==> config.mk <==
export PLATFORM = sky130hd
export DESIGN_NAME = slp_seq_top
export DESIGN_NICKNAME = d
export VERILOG_FILES = /design/src/rtl/slp_pkg.sv /design/src/rtl/slp_step_timer.sv /design/src/rtl/slp_line_decode.sv /design/src/rtl/slp_seq_fsm.sv /design/src/rtl/slp_seq_top.sv
export SDC_FILE = /design/constraint.sdc
export NUM_CORES = 1
export LEC_CHECK = 0
export ABC_CLOCK_PERIOD_IN_PS = 3000
export BUFFER_PORTS_ARGS = -buffer_cell sky130_fd_sc_hd__buf_2
export CAP_MARGIN = 25
export CORE_MARGIN = 3
export CORE_UTILIZATION = 40
export DETAILED_ROUTE_END_ITERATION = 7
export PLACE_DENSITY_LB_ADDON = 0.1
export SYNTH_ARGS = -nofsm -noshare
export SYNTH_HDL_FRONTEND = slang
export SYNTH_SLANG_ARGS = --single-unit
==> constraint.sdc <==
create_clock -name clk -period 3 [get_ports clk]
set_input_delay 0.15 -clock clk [delete_from_list [all_inputs] [get_ports clk]]
set_output_delay 0.15 -clock clk [all_outputs]
set_load 0.02 [all_outputs]
==> src/rtl/slp_pkg.sv <==
package slp_pkg;

    localparam int NUM_LINES = 7;
    localparam int LVL_W     = $clog2(NUM_LINES + 1);

    typedef int unsigned gap_arr_t [NUM_LINES];

    typedef enum logic [1:0] {
        SK_S1 = 2'd0,
        SK_S3 = 2'd1,
        SK_S4 = 2'd2,
        SK_S5 = 2'd3
    } sleep_kind_e;

    typedef enum logic [1:0] {
        GS_WORK  = 2'd0,
        GS_SLEEP = 2'd1,
        GS_SOFT  = 2'd2,
        GS_MECH  = 2'd3
    } gstate_e;

    typedef enum logic [2:0] {
        ST_OFF,
        ST_WORK,
        ST_DOWN,
        ST_HAND,
        ST_REST,
        ST_UP,
        ST_RELEASE
    } seq_state_e;

    typedef struct packed {
        seq_state_e       st;
        logic [LVL_W-1:0] level;
        logic [LVL_W-1:0] target;
        logic             req;
        gstate_e          gs;
    } seq_regs_t;

    // level after which the link handshake is inserted
    localparam int HAND_LEVEL = 1;

    function automatic logic [LVL_W-1:0] depth_of(sleep_kind_e k);
        case (k)
            SK_S1:   return LVL_W'(2);
            SK_S3:   return LVL_W'(5);
            SK_S4:   return LVL_W'(6);
            default: return LVL_W'(NUM_LINES);
        endcase
    endfunction

    function automatic int unsigned max_gap(gap_arr_t g);
        int unsigned m = 1;
        for (int i = 0; i < NUM_LINES; i++) begin
            if (g[i] > m) m = g[i];
        end
        return m;
    endfunction

endpackage

==> src/rtl/slp_step_timer.sv <==
module slp_step_timer #(
    parameter int CW = 4
) (
    input  logic          clk,
    input  logic          rst,
    input  logic          load,
    input  logic [CW-1:0] load_val,
    output logic          expired
);

    logic [CW-1:0] cnt;

    always_ff @(posedge clk) begin
        if (rst) begin
            cnt <= '0;
        end else if (load) begin
            cnt <= load_val;
        end else if (cnt != '0) begin
            cnt <= cnt - 1'b1;
        end
    end

    assign expired = (cnt == '0);

endmodule

==> src/rtl/slp_line_decode.sv <==
module slp_line_decode
    import slp_pkg::*;
(
    input  logic [LVL_W-1:0]     level,
    output logic [NUM_LINES-1:0] lines_n
);

    // line i is asserted (low) whenever more than i steps are active
    for (genvar i = 0; i < NUM_LINES; i++) begin : g_line
        assign lines_n[i] = !(level > LVL_W'(i));
    end

endmodule

==> src/rtl/slp_seq_fsm.sv <==
module slp_seq_fsm
    import slp_pkg::*;
#(
    parameter gap_arr_t STEP_GAP = '{3, 2, 4, 1, 5, 2, 3},
    parameter int       CW       = 3
) (
    input  logic             clk,
    input  logic             rst,
    input  logic             pwr_ok,
    input  logic             resume_on_power,
    input  logic             sleep_go,
    input  logic [1:0]       sleep_kind,
    input  logic             wake_evt,
    input  logic             link_ack,
    input  logic             tmr_expired,
    output logic             tmr_load,
    output logic [CW-1:0]    tmr_val,
    output logic [LVL_W-1:0] level,
    output logic             link_req,
    output logic [1:0]       gstate
);

    localparam logic [LVL_W-1:0] FULL = LVL_W'(NUM_LINES);
    localparam seq_regs_t OFF_REGS = '{
        st: ST_OFF, level: FULL, target: FULL, req: 1'b0, gs: GS_MECH
    };

    seq_regs_t        r, n;
    logic [LVL_W-1:0] gap_idx;

    always_comb begin
        n = r;
        unique case (r.st)
            ST_OFF: begin
                if (resume_on_power) begin
                    n.st    = ST_WORK;
                    n.level = '0;
                    n.gs    = GS_WORK;
                end else begin
                    n.st     = ST_REST;
                    n.target = FULL;
                    n.gs     = GS_SOFT;
                end
            end
            ST_WORK: begin
                if (sleep_go) begin
                    n.st     = ST_DOWN;
                    n.level  = LVL_W'(1);
                    n.target = depth_of(sleep_kind_e'(sleep_kind));
                end
            end
            ST_DOWN: begin
                if (tmr_expired) begin
                    if (r.level == r.target) begin
                        n.st = ST_REST;
                        n.gs = (r.target == FULL) ? GS_SOFT : GS_SLEEP;
                    end else if (r.level == LVL_W'(HAND_LEVEL)) begin
                        n.st  = ST_HAND;
                        n.req = 1'b1;
                    end else begin
                        n.level = r.level + 1'b1;
                    end
                end
            end
            ST_HAND: begin
                if (link_ack) begin
                    n.st    = ST_DOWN;
                    n.level = r.level + 1'b1;
                end
            end
            ST_REST: begin
                if (wake_evt) begin
                    n.st    = ST_UP;
                    n.level = r.level - 1'b1;
                end
            end
            ST_UP: begin
                if (tmr_expired) begin
                    n.level = r.level - 1'b1;
                    if (r.level == LVL_W'(1)) begin
                        n.st  = ST_RELEASE;
                        n.req = 1'b0;
                    end
                end
            end
            ST_RELEASE: begin
                if (!link_ack) begin
                    n.st = ST_WORK;
                    n.gs = GS_WORK;
                end
            end
            default: n = OFF_REGS;
        endcase
        if (!pwr_ok) begin
            n = OFF_REGS;
        end
    end

    // every change of level starts the hold time of the new level
    always_comb begin
        gap_idx  = (n.level == '0) ? '0 : n.level - 1'b1;
        tmr_load = pwr_ok && (n.level != r.level) && (n.level != '0);
        tmr_val  = CW'(STEP_GAP[gap_idx] - 1);
    end

    always_ff @(posedge clk) begin
        if (rst) begin
            r <= OFF_REGS;
        end else begin
            r <= n;
        end
    end

    assign level    = r.level;
    assign link_req = r.req;
    assign gstate   = r.gs;

endmodule

==> src/rtl/slp_seq_top.sv <==
module slp_seq_top
    import slp_pkg::*;
#(
    parameter gap_arr_t STEP_GAP = '{3, 2, 4, 1, 5, 2, 3}
) (
    input  logic       clk,
    input  logic       rst,
    input  logic       pwr_ok,
    input  logic       resume_on_power,
    input  logic       sleep_go,
    input  logic [1:0] sleep_kind,
    input  logic       wake_evt,
    input  logic       link_ack,
    output logic       link_req,
    output logic       stop_clk_n,
    output logic       cpu_sleep_n,
    output logic       suspend_n,
    output logic       plat_rst_n,
    output logic       sleep3_n,
    output logic       sleep4_n,
    output logic       sleep5_n,
    output logic [1:0] gstate
);

    localparam int unsigned GAP_MAX = max_gap(STEP_GAP);
    localparam int          CW      = $clog2(GAP_MAX + 1);

    logic                 tmr_load;
    logic [CW-1:0]        tmr_val;
    logic                 tmr_expired;
    logic [LVL_W-1:0]     level;
    logic [NUM_LINES-1:0] lines_n;

    slp_seq_fsm #(
        .STEP_GAP (STEP_GAP),
        .CW       (CW)
    ) u_fsm (
        .clk             (clk),
        .rst             (rst),
        .pwr_ok          (pwr_ok),
        .resume_on_power (resume_on_power),
        .sleep_go        (sleep_go),
        .sleep_kind      (sleep_kind),
        .wake_evt        (wake_evt),
        .link_ack        (link_ack),
        .tmr_expired     (tmr_expired),
        .tmr_load        (tmr_load),
        .tmr_val         (tmr_val),
        .level           (level),
        .link_req        (link_req),
        .gstate          (gstate)
    );

    slp_step_timer #(
        .CW (CW)
    ) u_tmr (
        .clk      (clk),
        .rst      (rst),
        .load     (tmr_load),
        .load_val (tmr_val),
        .expired  (tmr_expired)
    );

    slp_line_decode u_dec (
        .level   (level),
        .lines_n (lines_n)
    );

    assign stop_clk_n  = lines_n[0];
    assign cpu_sleep_n = lines_n[1];
    assign suspend_n   = lines_n[2];
    assign plat_rst_n  = lines_n[3];
    assign sleep3_n    = lines_n[4];
    assign sleep4_n    = lines_n[5];
    assign sleep5_n    = lines_n[6];

endmodule

==> results of run 1 <==
==> stage by stage <==
step	instance area (um2)	hold slack (ns)	total power [uW]	setup slack, ns
2_1_floorplan	1540	0.227	621	0.0196
3_5_place_dp	1930	0.356	858	-0.0838
6_report	2100	0.0953	1080	-0.0324
5_1_grt	2100	0.0963	1150	-0.200
3_3_place_gp	1930	0.354	857	-0.0472
4_1_cts	2010	0.0921	1040	0.00978
==> cell usage after synthesis, types with 2 or more instances <==
master,instances,area [um2]
nor2b_1,10,62.6
xor2_1,4,35.0
o21a_1,2,15.0
o32ai_1,2,17.5
nand3_1,4,20.0
mux2i_1,6,60.1
a21oi_1,11,55.1
ha_1,7,87.6
a21o_1,2,15.0
or2_2,4,25.0
dfxtp_1,15,300
nand2b_1,2,12.5
a31oi_1,5,31.3
clkbuf_1,3,11.3
nand4bb_1,2,22.5
buf_4,3,22.5
o211a_1,2,20.0
nor2_1,18,67.6
a211oi_1,5,37.5
or3_1,4,25.0
o21ai_0,14,70.1
inv_1,6,22.5
buf_2,3,15.0
o2111ai_1,2,17.5
o311a_1,2,20.0
nand2_1,16,60.1
clkbuf_8,2,27.5
nor3_1,8,40.0
==> area by class of cell <==
| cell class | instances | area, um2 | share of cell area |
|---|---|---|---|
| well taps | 46 | 57.6 | 0.0274 |
| inverters | 6 | 25.0 | 0.0119 |
| flip-flops and latches | 15 | 312 | 0.148 |
| clock buffers | 4 | 45.0 | 0.0215 |
| repair buffers | 64 | 439 | 0.209 |
| multi-input cells | 163 | 1220 | 0.581 |
==> cell families (layout without fill, tap and decap cells) <==
family	after synthesis	after routing
simple gates	79	79
fa+ha+maj	7	7
compound gates	66	66
flops	15	15
xor+xnor	5	5
buf+inv	19	74
mux	6	6
==> routing by layer <==
| metal | share of wire | vias up |
|---|---|---|
| li1 | - | 841 |
| met1 | 0.46 | 808 |
| met2 | 0.49 | 41 |
| met3 | 0.034 | 6 |
| met4 | 0.015 | 0 |
| met5 | 0 | - |
==> power by group through the flow <==
stage          registers (uW)  clock network [uW]  logic (uW)
2_1_floorplan             258                   0         363
3_3_place_gp              265                   0         592
3_5_place_dp              266                   0         592
4_1_cts                   262                 171         606
5_1_grt                   268                 181         698
6_report                  264                 168         646
==> worst max-delay path by stage <==
| stage | startpoint | endpoint | slack, ns | cells past startpoint |
|---|---|---|---|---|
| floorplan | u_fsm.level[1]$_SDFF_PP1_ | u_tmr.cnt[2]$_SDFFE_PP0P_ | 0.02 | 13 |
| global placement | u_fsm.level[0]$_SDFF_PP1_ | u_tmr.cnt[2]$_SDFFE_PP0P_ | -0.05 | 12 |
| detailed placement | u_fsm.level[0]$_SDFF_PP1_ | u_tmr.cnt[2]$_SDFFE_PP0P_ | -0.08 | 12 |
| CTS | u_fsm.level[1]$_SDFF_PP1_ | u_tmr.cnt[2]$_SDFFE_PP0P_ | 0.01 | 13 |
| global route | u_fsm.level[0]$_SDFF_PP1_ | u_tmr.cnt[2]$_SDFFE_PP0P_ | -0.20 | 16 |
| finish | u_fsm.level[1]$_SDFF_PP1_ | u_tmr.cnt[2]$_SDFFE_PP0P_ | -0.03 | 15 |
==> cell usage in the layout, fill, tap and decap left out, types with 3 or more instances in the layout <==
cell type and instances:
a21oi_1 11, a211oi_1 4, dfxtp_1 10, nor3_1 7
or3_1 4, buf_2 18, nand2_1 16, buf_4 45
a31oi_1 5, clkbuf_8 3, o21ai_0 13, ha_1 3
inv_1 5, dfxtp_2 3, nand3_1 4, nor2_1 18
mux2i_1 6, nor2b_1 10, or2_2 3
==> sequential cells by signal, summed over array words and instances (netlist names) <==
| name | flops |
|---|---|
| u_fsm.r | 6 |
| u_fsm.level | 3 |
| u_tmr.cnt | 3 |
| u_fsm.gstate | 2 |
| u_fsm.link_req | 1 |
==> critical path, cell delays in order, from the launching register on <==
cell,delay [ns]
dfxtp_4,0.37
inv_4,0.05
ha_4,0.15
or2b_4,0.21
o31ai_4,0.08
o21a_1,0.21
or3_1,0.30
o311a_1,0.37
a21bo_1,0.21
a211oi_2,0.24
o21bai_1,0.15
ha_2,0.22
nand2_1,0.05
mux2i_1,0.13
o21ai_1,0.09
a31oi_1,0.13
==> repair_timing <==
item	4_1_cts	5_1_grt
resized for setup	7	17
hold endpoints to repair	0	0
pin swaps	1	9
buffers inserted	0	1
setup endpoints to repair	1	2
==> results.cfg, run 1 <==
[setup_path]
rrSetupSlack_ns = -0.03
crit_path_max_fanout = 5
required_ns = 3.18
r2r_start = u_fsm.level[1]$_SDFF_PP1_
crit_path_start_kind = flip-flop
endpoint_kind = flip-flop
r2r_end = u_tmr.cnt[2]$_SDFFE_PP0P_
path_class = flip-flop to flip-flop
cp.arrival_ns = 3.21
r2r_cells = 15

[global_routing]
antenna_found_initial = 0
globalRoute.busiestLayer = met2
grt_pass1_wl_mm = 7.60
grt_pass1_vias = 1651
overflow = 0
met1_usage = 0.275
met2_usage = 0.371
grtUsageMet3 = 0.0197
grtUsageTotal = 0.213
grt_max_degree = 14

[sta]
clock-skew-final_ns = 0.00452
setup_viol = 1
finalHoldViolCount = 0
max_freq_ghz = 0.330
fin_crit_ns = 3.03
worst_pin_slew_ns = 0.561
setup_slack_ns = -0.0324
slew_violations = 0
relSlewSlack = 0.623
setup_tns_ns = -0.0324
rsz0062_at_grt = true
fin_crit_sh = 1.01

[route]
drt_first_pass_iters = 4
post_drt_via_cell_ratio = 5.69
drc = 0
wl_per_cell_um = 15.6
drt_first_iter_violations = 131
wl_mm = 4.65
ant_nets = 0
vias = 1696

[logic_synthesis]
synth_edf_count = 0
synth_ff_type = dfxtp_1
synth_area_mm2 = 0.00154
synth_cells = 197
synthMuxAreaShare = 0.0391
synth_warnings = 0
syn-num-nets = 213
async_flop_share = 0
yosys_register_bits = 15
synth_compound_area_frac = 0.319
synth_xor_area_frac = 0.0334
ys_types = 61
avgSynthCellArea_um2 = 7.79
synth_top_family_by_area = compound AO/OA/AOI/OAI gates
yosys.area_share.simple = 0.282
synth-seq-area-share = 0.196
synth_adder_area_share = 0.0570

[die]
ios = 19
fp-row-count = 21
die_w_um = 68.0
die_h_um = 68.0
fp.coreArea_mm2 = 0.00352
start_util = 0.436
die-area_mm2 = 0.00462

[min_path]
min_delay_worst_endpoint = u_tmr.cnt[1]$_SDFFE_PP0P_
hold_path.startpoint = rst
hold_class = input port to flip-flop
whs_path_depth = 2

[power_and_ir_drop]
power.density_mw_per_mm2 = 514
power_switching_uw = 451
ir_drop_uv = 341
seq_power_share = 0.245
intPower_uw = 627
clkPwrFrac = 0.156
switching_share = 0.419
power_frac_comb = 0.599
leakage_uw = 0.000912

[final_layout]
antenna_cells = 0
drive_gt1_frac = 0.393
fin_util = 0.596
syn_to_final_growth_pct = 36.7
instances_no_fill = 298
fillers = 350
layout.nets = 269

[cts]
clk_pin_slew_ns = 0.06
cts_inserted_buffers = 3
clock-sinks = 15
cts_tree = built
cts.hold.buffers_added = 0
clk_path_buf_depth = 2
insertion_delay_ns = 0.25
h-tree-depth = 1
cts.root.buffer_cell = clkbuf_8

[outcome]
violations = negative setup slack
status = finished, violations left

[placed_design]
gp_congestion = 0.864
port_buffers = 18
hpwl_mm = 3.63
place_inst = 293

[flow_run]
drv_cap = 0
(Power assumes the default switching activity.)
==> run 2: changes to the inputs <==
Settings changed: ABC_AREA set to 1.
==> run 2 against run 1 <==
Net effect: the run now ends clean; fmax rose by 18%; utilization decreased by 13 points; first-iteration DRC count decreased by 25%; synthesized area down 4.9%; die area down 4.5%; synthesized cell count is 15% higher; sequential cell count is the same; cell count fell by 2.7%; design area is 23% lower; combinational power shrank 48%; largest power group unchanged; highest routed layer unchanged.
==> results.cfg, run 2 <==
[setup_path]
path_class = flip-flop to flip-flop
endpoint_kind = flip-flop
crit_path_start_kind = flip-flop
cp.arrival_ns = 2.79
r2r_start = u_fsm.level[0]$_SDFF_PP1_
crit_path_max_fanout = 8
r2r_cells = 14
r2r_end = u_tmr.cnt[2]$_SDFFE_PP0P_
required_ns = 3.22
cp-startpoint = u_fsm.level[0]$_SDFF_PP1_
rrSetupSlack_ns = 0.43

[final_layout]
layout.nets = 261
largest_register_ffs = 6
final_common_cell = nand2_1
antenna_cells = 0
syn_to_final_growth_pct = 10.1
fillers = 375
drive_gt1_frac = 0.262
final_cell_mix = 56 x nand2_1, 24 x nand3_1, 20 x inv_1
fin_util = 0.471
regMostFlops = u_fsm.r

[route]
post_drt_via_cell_ratio = 5.06
wl_mm = 3.60
drt_first_iter_violations = 98
ant_nets = 0
drc = 0
vias = 1468
wl_per_cell_um = 12.4
drt_first_pass_iters = 5

[die]
fp-row-count = 21
start_util = 0.427
ios = 19
fp.coreArea_mm2 = 0.00342
die-area_mm2 = 0.00441
die_w_um = 66.4
die_h_um = 66.4

[min_path]
whs_path_depth = 3
hold_path.startpoint = rst
hold_class = input port to flip-flop
min_delay_worst_endpoint = u_fsm.level[2]$_SDFF_PP1_

[sta]
fin_crit_ns = 2.57
setup_viol = 0
setup_tns_ns = 0
slew_violations = 0
clock-skew-final_ns = 0.00965
fin_crit_sh = 0.857
hold_ws_ns = 0.113
rsz0062_at_grt = false
relSlewSlack = 0.717
worst_pin_slew_ns = 0.424
max_freq_ghz = 0.389
finalHoldViolCount = 0

[global_routing]
grt_pass1_wl_mm = 5.96
overflow = 0
grt_max_degree = 12
grtUsageTotal = 0.176
grt_pass1_vias = 1280
antenna_found_initial = 0

[logic_synthesis]
yosysMostFrequentCell = nand2_1
synth_ff_type = dfxtp_1
async_flop_share = 0
yosys.area.top_type_share = 0.206
ys_types = 33
avgSynthCellArea_um2 = 6.46
synth_area_mm2 = 0.00146
synth_warnings = 0
synth-seq-area-share = 0.206
yosysTopAreaCell = dfxtp_1
synth_cells = 226
yosys_register_bits = 15
synth_area_leaders = dfxtp_1 21%, nand2_1 14%, nand3_1 8.2%
synth_commonest_cells = 56 x nand2_1, 24 x nand3_1, 20 x inv_1
syn-num-nets = 242
synth_edf_count = 0

[cts]
cts.hold.buffers_added = 0
cts_resized = 0
cts_tree = built
postCtsSetupBuffers = 0
clk_pin_slew_ns = 0.09
cts.root.buffer_cell = clkbuf_4
h-tree-depth = 1
clk_path_buf_depth = 2
clock-sinks = 15
cts_inserted_buffers = 3
insertion_delay_ns = 0.29

[flow_run]
drv_cap = 0

[power_and_ir_drop]
leakage_uw = 0.000812
fin_total_pwr_uw = 708
power.density_mw_per_mm2 = 440
ir_drop_uv = 319

[outcome]
status = finished clean

[placed_design]
hpwl_mm = 2.86
port_buffers = 18
gp_congestion = 0.973
==> run 2: cell count changes after synthesis, moves of 7 or more <==
cell and delta:
inv_1 +14, inv_2 +10, nand2_1 +40, nand3_1 +20, nor2_2 +7, nor2b_1 -10
==> run 2: layout make-up <==
cell class,instances,area [um2],area share
clock buffer,3,22.5,0.0140
clock inverter,1,5.00,0.00311
inverter,30,113,0.0700
multi-input combinational,175,1000,0.625
sequential,15,300,0.187
tap,46,57.6,0.0358
timing repair buffer,20,105,0.0654
==> run 2: worst max-delay path by stage <==
stage | to | slack, ns | cells after the start
floorplan | u_tmr.cnt[2]$_SDFFE_PP0P_ | 0.71 | 14
global placement | u_tmr.cnt[2]$_SDFFE_PP0P_ | 0.54 | 14
detailed placement | u_tmr.cnt[2]$_SDFFE_PP0P_ | 0.46 | 14
CTS | u_tmr.cnt[2]$_SDFFE_PP0P_ | 0.43 | 14
global route | u_tmr.cnt[2]$_SDFFE_PP0P_ | 0.16 | 14
finish | u_tmr.cnt[2]$_SDFFE_PP0P_ | 0.43 | 14
==> run 2: per-stage QoR <==
step                      cell area (um2)  setup WS (ns)  std cells
after floorplan                      1460          0.706        226
after global placement               1580          0.540        286
after detailed placement             1580          0.463        286
after CTS                            1610          0.426        290
after global routing                 1610          0.159        290
final                                1610          0.430        290
==> run 2: kinds of logic (layout without fill, tap and decap cells) <==
| kind of cell | Yosys count | in the layout | synth area share |
|---|---|---|---|
| buffers and inverters | 36 | 54 | 0.106 |
| AOI/OAI and AO/OA | 32 | 32 | 0.138 |
| and+or+nand+nor | 134 | 134 | 0.478 |
| DFF | 15 | 15 | 0.206 |
| adders and majority gates | 7 | 7 | 0.0600 |
| xor gates and xnor gates | 2 | 2 | 0.0120 |
==> run 2: layer usage <==
metal / global-route usage / part of all wire
met5: 0 / 0
met4: 0.0431 / 0.0058
met3: 0.0340 / 0.060
met2: 0.261 / 0.44
met1: 0.256 / 0.49
==> run 2: power by group <==
group / internal [uW] / total, uW / switching [uW] / leakage [uW]
sequential: 222 / 247 / 25.1 / 0.000123
combinational: 115 / 339 / 224 / 0.000672
clock: 49.5 / 122 / 72.1 / 0.0000177
total: 387 / 708 / 321 / 0.000812
==> run 2: critical path, cell delays in order (launching register included) <==
cell and delay, ns:
dfxtp_1 0.52, inv_2 0.14, ha_1 0.36, a21oi_1 0.19, o21ai_2 0.09, nor2_4 0.16, nand4_1 0.15, nand4_4 0.16
nand2_4 0.08, a21oi_1 0.14, a21oi_1 0.06, ha_1 0.22, inv_1 0.06, nand3_1 0.06, a21oi_1 0.13
